--- config.mk ---
export PLATFORM = sky130hd
export DESIGN_NAME = tlb_assoc_lookup
export DESIGN_NICKNAME = d
export VERILOG_FILES = /design/src/rtl/tlb_assoc_pkg.sv /design/src/rtl/tlb_ent_cmp.sv /design/src/rtl/tlb_repl_ctr.sv /design/src/rtl/tlb_sel_or.sv /design/src/rtl/tlb_assoc_lookup.sv
export SDC_FILE = /design/constraint.sdc
export NUM_CORES = 2
export LEC_CHECK = 0
export BUFFER_PORTS_ARGS = -buffer_cell sky130_fd_sc_hd__clkbuf_2
export CAP_MARGIN = 20
export CELL_PAD_IN_SITES_DETAIL_PLACEMENT = 0
export CELL_PAD_IN_SITES_GLOBAL_PLACEMENT = 2
export CORE_MARGIN = 1.5
export CORE_UTILIZATION = 43
export DETAILED_ROUTE_END_ITERATION = 7
export HOLD_SLACK_MARGIN = 0.06
export PLACE_DENSITY = 0.83
export SKIP_LAST_GASP = 1
export SLEW_MARGIN = 20
export SYNTH_ARGS = -nofsm -noshare
export SYNTH_HDL_FRONTEND = slang
export SYNTH_SLANG_ARGS = --single-unit
--- constraint.sdc ---
create_clock -name clk -period 7.1 [get_ports clk]
set_clock_uncertainty 0.2 [all_clocks]
set_input_delay 1.42 -clock clk [delete_from_list [all_inputs] [get_ports clk]]
set_output_delay 1.42 -clock clk [all_outputs]
set_load 0.05 [all_outputs]
--- src/rtl/tlb_assoc_pkg.sv ---
package tlb_assoc_pkg;
   localparam int VA_W     = 32;
   localparam int VPN_W    = 22;
   localparam int PPN_W    = 19;
   localparam int ASID_W   = 8;
   localparam int PG_SHIFT = 10;
   localparam int PA_W     = PPN_W + PG_SHIFT;

   typedef struct packed {
      logic              valid;
      logic              shared;
      logic [ASID_W-1:0] asid;
      logic [VPN_W-1:0]  vpn;
      logic [PPN_W-1:0]  ppn;
      logic [1:0]        size;
      logic [1:0]        prot;
      logic              cache;
      logic              dirty;
   } tlb_ent_t;

   // page-number bits that take part in the compare for each size code
   function automatic logic [VPN_W-1:0] pg_keep(input logic [1:0] sz);
      logic [VPN_W-1:0] k;
      case (sz)
         2'd0:    k = '1;
         2'd1:    k = ~VPN_W'(22'h3);
         2'd2:    k = ~VPN_W'(22'h3F);
         default: k = ~VPN_W'(22'h3FF);
      endcase
      return k;
   endfunction
endpackage

--- src/rtl/tlb_ent_cmp.sv ---
module tlb_ent_cmp
   import tlb_assoc_pkg::*;
(
   input  tlb_ent_t          ent,
   input  logic [VPN_W-1:0]  va_pn,
   input  logic [ASID_W-1:0] asid,
   input  logic              use_asid,
   output logic              match
);
   logic asid_ok;
   logic page_ok;

   always_comb begin
      asid_ok = !use_asid || ent.shared || (ent.asid == asid);
      page_ok = ((va_pn ^ ent.vpn) & pg_keep(ent.size)) == '0;
      match   = ent.valid && asid_ok && page_ok;
   end
endmodule

--- src/rtl/tlb_repl_ctr.sv ---
module tlb_repl_ctr #(
   parameter int N_ENTRIES = 64,
   parameter int CTR_W     = 6,
   parameter bit ENABLE    = 1'b1
) (
   input  logic             clk,
   input  logic             rst_n,
   input  logic             step,
   input  logic [CTR_W-1:0] bound,
   output logic [CTR_W-1:0] ctr
);
   localparam logic [CTR_W:0] LAST = (CTR_W+1)'(N_ENTRIES - 1);

   generate
      if (ENABLE) begin : g_ctr
         logic [CTR_W-1:0] ctr_q;
         logic [CTR_W:0]   nxt;
         logic             wrap;

         always_comb begin
            nxt  = {1'b0, ctr_q} + (CTR_W+1)'(1);
            wrap = ((bound != '0) && (nxt > {1'b0, bound})) || (nxt > LAST);
         end

         always_ff @(posedge clk or negedge rst_n) begin
            if (!rst_n)    ctr_q <= '0;
            else if (step) ctr_q <= wrap ? '0 : nxt[CTR_W-1:0];
         end

         assign ctr = ctr_q;
      end else begin : g_none
         assign ctr = '0;
      end
   endgenerate
endmodule

--- src/rtl/tlb_sel_or.sv ---
module tlb_sel_or
   import tlb_assoc_pkg::*;
#(
   parameter int N_ENTRIES = 64,
   parameter int IDX_W     = 6
) (
   input  logic [N_ENTRIES-1:0] match,
   input  tlb_ent_t             ents [N_ENTRIES],
   output logic                 one,
   output logic                 many,
   output logic [IDX_W-1:0]     idx,
   output tlb_ent_t             sel
);
   logic seen;

   always_comb begin
      seen = 1'b0;
      many = 1'b0;
      idx  = '0;
      sel  = '0;
      for (int i = 0; i < N_ENTRIES; i++) begin
         if (match[i]) begin
            many = many | seen;
            seen = 1'b1;
            idx  = idx | IDX_W'(i);
            sel  = sel | ents[i];
         end
      end
      one = seen & ~many;
   end
endmodule

--- src/rtl/tlb_assoc_lookup.sv ---
module tlb_assoc_lookup
   import tlb_assoc_pkg::*;
#(
   parameter int N_ENTRIES = 64,
   parameter int CTR_W     = 6,
   parameter bit HAS_REPL  = 1'b1,
   localparam int IDX_W    = $clog2(N_ENTRIES)
) (
   input  logic              clk,
   input  logic              rst_n,
   input  logic              inval_all,
   input  logic              wr_en,
   input  logic              wr_use_ctr,
   input  logic [IDX_W-1:0]  wr_idx,
   input  logic              wr_valid,
   input  logic              wr_shared,
   input  logic [7:0]        wr_asid,
   input  logic [21:0]       wr_vpn,
   input  logic [18:0]       wr_ppn,
   input  logic [1:0]        wr_size,
   input  logic [1:0]        wr_prot,
   input  logic              wr_cache,
   input  logic              wr_dirty,
   input  logic [31:0]       lk_vaddr,
   input  logic [7:0]        lk_asid,
   input  logic              sv_mode,
   input  logic              priv_mode,
   input  logic              acc_step,
   input  logic [5:0]        bound,
   output logic              lk_hit,
   output logic              lk_multi,
   output logic [IDX_W-1:0]  lk_idx,
   output logic [18:0]       lk_ppn,
   output logic [1:0]        lk_size,
   output logic [1:0]        lk_prot,
   output logic              lk_cache,
   output logic              lk_dirty,
   output logic [28:0]       lk_paddr,
   output logic [5:0]        repl_ctr
);
   generate
      if (N_ENTRIES < 2 || N_ENTRIES > (1 << CTR_W))
         $error("tlb_assoc_lookup: N_ENTRIES must lie in 2 .. 2**CTR_W");
      if (CTR_W != 6)
         $error("tlb_assoc_lookup: counter port is six bits wide");
      if ((1 << IDX_W) != N_ENTRIES)
         $error("tlb_assoc_lookup: N_ENTRIES must be a power of two");
   endgenerate

   tlb_ent_t            ent_q [N_ENTRIES];
   logic [N_ENTRIES-1:0] match;
   logic                use_asid;
   logic [IDX_W-1:0]    wr_ptr;
   tlb_ent_t            wr_ent;
   tlb_ent_t            sel;
   logic                one, many;
   logic [IDX_W-1:0]    sel_idx;
   logic [CTR_W-1:0]    ctr;
   logic [PPN_W-1:0]    keep_pa;

   tlb_repl_ctr #(
      .N_ENTRIES(N_ENTRIES), .CTR_W(CTR_W), .ENABLE(HAS_REPL)
   ) u_ctr (
      .clk(clk), .rst_n(rst_n), .step(acc_step), .bound(bound), .ctr(ctr)
   );

   assign use_asid = !(sv_mode && priv_mode);
   assign wr_ptr   = (HAS_REPL && wr_use_ctr) ? ctr[IDX_W-1:0] : wr_idx;

   always_comb begin
      wr_ent        = '0;
      wr_ent.valid  = wr_valid;
      wr_ent.shared = wr_shared;
      wr_ent.asid   = wr_asid;
      wr_ent.vpn    = wr_vpn;
      wr_ent.ppn    = wr_ppn;
      wr_ent.size   = wr_size;
      wr_ent.prot   = wr_prot;
      wr_ent.cache  = wr_cache;
      wr_ent.dirty  = wr_dirty;
   end

   always_ff @(posedge clk or negedge rst_n) begin
      if (!rst_n) begin
         for (int i = 0; i < N_ENTRIES; i++) ent_q[i].valid <= 1'b0;
      end else if (inval_all) begin
         for (int i = 0; i < N_ENTRIES; i++) ent_q[i].valid <= 1'b0;
      end else if (wr_en) begin
         ent_q[wr_ptr] <= wr_ent;
      end
   end

   generate
      for (genvar g = 0; g < N_ENTRIES; g++) begin : g_cmp
         tlb_ent_cmp u_cmp (
            .ent(ent_q[g]), .va_pn(lk_vaddr[VA_W-1:PG_SHIFT]),
            .asid(lk_asid), .use_asid(use_asid), .match(match[g])
         );
      end
   endgenerate

   tlb_sel_or #(.N_ENTRIES(N_ENTRIES), .IDX_W(IDX_W)) u_sel (
      .match(match), .ents(ent_q), .one(one), .many(many),
      .idx(sel_idx), .sel(sel)
   );

   assign keep_pa = pg_keep(sel.size)[PPN_W-1:0];

   always_comb begin
      lk_hit   = one;
      lk_multi = many;
      lk_idx   = one ? sel_idx    : '0;
      lk_ppn   = one ? sel.ppn    : '0;
      lk_size  = one ? sel.size   : '0;
      lk_prot  = one ? sel.prot   : '0;
      lk_cache = one & sel.cache;
      lk_dirty = one & sel.dirty;
      lk_paddr = '0;
      if (one)
         lk_paddr = {(sel.ppn & keep_pa) | (lk_vaddr[PA_W-1:PG_SHIFT] & ~keep_pa),
                     lk_vaddr[PG_SHIFT-1:0]};
      repl_ctr = ctr;
   end
endmodule

==> results.json <==
{
  "run_status": "complete, but fails checks",
  "violations": "negative setup slack",
  "ys_types": 78,
  "min_period_over_period": 1.087,
  "die_w_um": 585.9,
  "crit_buf_inv": 7,
  "post-place-ws_ns": -1.081,
  "vias": 91730,
  "synth_edf_count": 3584,
  "cp_slowest_cell": "or4_4",
  "slew_headroom": 0.1797,
  "core_um2": 337400,
  "syn_to_final_growth_pct": 21.10,
  "cap_viol_max_count": 0,
  "gp_congestion": 0.9714,
  "start_kind": "primary input",
  "worst_slew_pin_slew_ns": 1.230,
  "utilization": 0.5244,
  "firstDrtPassIters": 8,
  "clk-insertion-delay-late_ns": 0.93,
  "hold_viol": 0,
  "fillers": 26800,
  "cts-hold-fix-buffers": 0,
  "avgViaCountPerCell": 6.182,
  "drt_iter0_drc": 15480,
  "rsz0062_at_grt": "yes",
  "grt_pass1_wl_um": 719200,
  "drcViolationCount": 0,
  "path_common_cell": "buf_12",
  "hp-class": "in -> async",
  "synthesis.instances": 8731,
  "internal_power_w": 0.03483,
  "antenna_found_initial": 33,
  "p_sw_w": 0.01009,
  "synth.top_cells.by_count": "edfxtp_1 (3584), xnor2_1 (1624), nand4_1 (430), xor2_1 (300), nor2_1 (244)",
  "worstPathCellList": "buf_4 -> buf_12 -> xor2_4 -> nor4_4 -> a211oi_2 -> buf_4 -> nor4_4 -> or4_4 -> or3_4 -> or4_4 -> or4_4 -> a2111oi_4 -> o2111ai_4 -> buf_12 -> buf_12 -> buf_12 -> nor4b_4 -> buf_12",
  "synthTopCellsByArea": "edfxtp_1 (74%), xnor2_1 (9.7%), nand4_1 (1.8%), xor2_1 (1.8%), a221oi_1 (1.4%)",
  "syn_nets": 8856,
  "fin_crit_ns": 7.717,
  "comb_power_share": 0.054,
  "numCtsBuffers": 366,
  "synth_most_common_cell": "edfxtp_1",
  "cts_root_buffer": "clkbuf_16",
  "fmax_mhz": 129.6,
  "cts_buffer_depth": 4,
  "pwr-share-clk": 0.415,
  "switching_share": 0.2246,
  "grt_max_degree": 65,
  "syn_area_per_cell_um2": 16.73,
  "yosys.area.top_type": "edfxtp_1",
  "yosysSeqAreaShare": 0.7486,
  "setup_viol": 62,
  "cts.clk_slew.worst_paths_ns": 0.05,
  "die_h_um": 585.9,
  "tritoncts": "yes",
  "whs_ns": 0.2585,
  "yosys_warnings": 0,
  "synth_top_area_frac": 0.7366,
  "h-tree-depth": 5,
  "async_reset_ff_frac": 0.01916,
  "cts.sinks": 3654,
  "p_leak_nw": 56.54,
  "dpl.hpwl_um": 338800,
  "drive_gt1_frac": 0.2087,
  "drt-total-wl_um": 531800,
  "crit_type": "in -> out",
  "num-nets-final": 10130,
  "path_max_fanout": 10,
  "max_stage_delay_ns": 0.60,
  "numPortBuffers": 184,
  "antenna_left": 0,
  "synth_seq_cells": 3654,
  "slew_viol_final": 0,
  "synthesis.area_um2": 146100,
  "crit_path_end_kind": "output port",
  "dieArea_um2": 343300,
  "fin_ws_ns": -0.6172,
  "io_pins": 185,
  "critPathArrivalTime_ns": 6.10,
  "crit_required_ns": 5.48,
  "grt_pass1_vias": 88240,
  "rows": 213,
  "ys.flop_type": "edfxtp_1",
  "final_cells": 14840,
  "p_seq_frac": 0.530,
  "fin_tns_setup_ns": -32.40,
  "p_per_area_nw_per_um2": 253.9,
  "grt_overflow": 0,
  "wl_per_cell_um": 35.85,
  "place_inst": 14110,
  "reg2reg_slack_ns": 2.87,
  "ir_drop_mv": 0.2191,
  "cpLargestDelayFamily": "simple AND/OR/NAND/NOR gates",
  "grt_use_total": 0.3046,
  "start_util": 0.4330
}
==> cell type report <==
class,count,area [um^2],share of cell area
timing repair buffer,1374,14410,0.08144
antenna,12,30.03,0.0001697
clock inverter,225,1778,0.01005
inverter,43,161.4,0.0009122
sequential,3654,109400,0.6182
clock buffer,444,9554,0.05400
multi-input combinational,4570,35980,0.2033
tap,4515,5649,0.03193
==> per-stage QoR <==
stage	area, um^2	total power (W)
after global routing	176900	0.04585
after floorplan	146900	0.02537
after CTS	176500	0.04492
final	176900	0.04493
after detailed placement	164300	0.02663
after global placement	164100	0.02658
==> final timing paths <==
kind,start,end,cells after the start
setup / recovery,lk_asid[4],lk_paddr[8],18
hold / removal,rst_n,u_ctr.ctr[3],1
setup reg to reg,u_ctr.ctr[2],ent_q[3189],4
hold reg to reg,ent_q[3248],ent_q[3248],2
max in group asynchronous,rst_n,ent_q[1880],2
min in group clk,ent_q[3248],ent_q[3248],2
==> state kept, by name (all words and copies together), names as in the netlist <==
register and flops:
ent_q 3648, u_ctr.ctr 6
==> layer usage <==
layer	part of all wire	wire length, um	global-route usage
met4	0.061	32490	0.1501
met5	0.00062	329	0
met1	0.36	193300	0.4059
met2	0.44	231700	0.4540
met3	0.14	73950	0.09206
==> cells in the final DEF (no fill, tap or decap), types with 20 or more instances in the layout <==
| cell type | n |
|---|---|
| buf_4 | 964 |
| clkinv_2 | 78 |
| nor2_1 | 176 |
| buf_12 | 310 |
| a22o_1 | 213 |
| nand3_1 | 148 |
| a21oi_1 | 148 |
| inv_1 | 43 |
| xor2_1 | 291 |
| clkinv_1 | 82 |
| or4_1 | 23 |
| o21ai_0 | 134 |
| clkbuf_2 | 49 |
| nand4_1 | 430 |
| and3_1 | 20 |
| clkbuf_16 | 368 |
| a221oi_1 | 228 |
| a222oi_1 | 61 |
| nor2_4 | 65 |
| dfrtp_1 | 70 |
| xnor2_1 | 1623 |
| nand2_1 | 216 |
| nor3_4 | 26 |
| nor4_1 | 104 |
| edfxtp_1 | 3584 |
| o41ai_1 | 24 |
| a22oi_1 | 220 |
| clkbuf_1 | 70 |
| nor4_2 | 38 |
| nor3_1 | 34 |
==> worst reg2reg max path, stage by stage, from the launching register on <==
cell,delay (ns)
dfrtp_1,0.48
mux2i_1,0.79
nand3_1,0.90
nor2_4,1.03
buf_4,0.50
==> kinds of logic (layout without fill, tap and decap cells) <==
logic type	count (synthesis)	in the layout	synth area share
mux	10	10	0.0007194
other cells	0	12	0
xor+xnor	1924	1924	0.1153
fa+ha+maj	13	13	0.001028
buf+inv	507	2086	0.01768
flops	3654	3654	0.7486
simple gates	1393	1393	0.05143
compound gates	1230	1230	0.06520
==> power by group through the flow <==
stage	sequential (W)	clock (W)	combinational [W]
after global placement	0.0243	0	0.00230
after CTS	0.0238	0.0187	0.00238
after global routing	0.0238	0.0195	0.00253
after floorplan	0.0243	0	0.00104
final	0.0238	0.0187	0.00244
after detailed placement	0.0243	0	0.00234
==> repair_timing <==
item                                    in CTS  in global routing
setup buffers                               28                 14
cloned                                       7                  0
pin swaps                                   23                 27
gates resized for setup                     79                 53
endpoints found under the setup margin      62                 62
No activity file was read; power rests on OpenSTA's default activity.
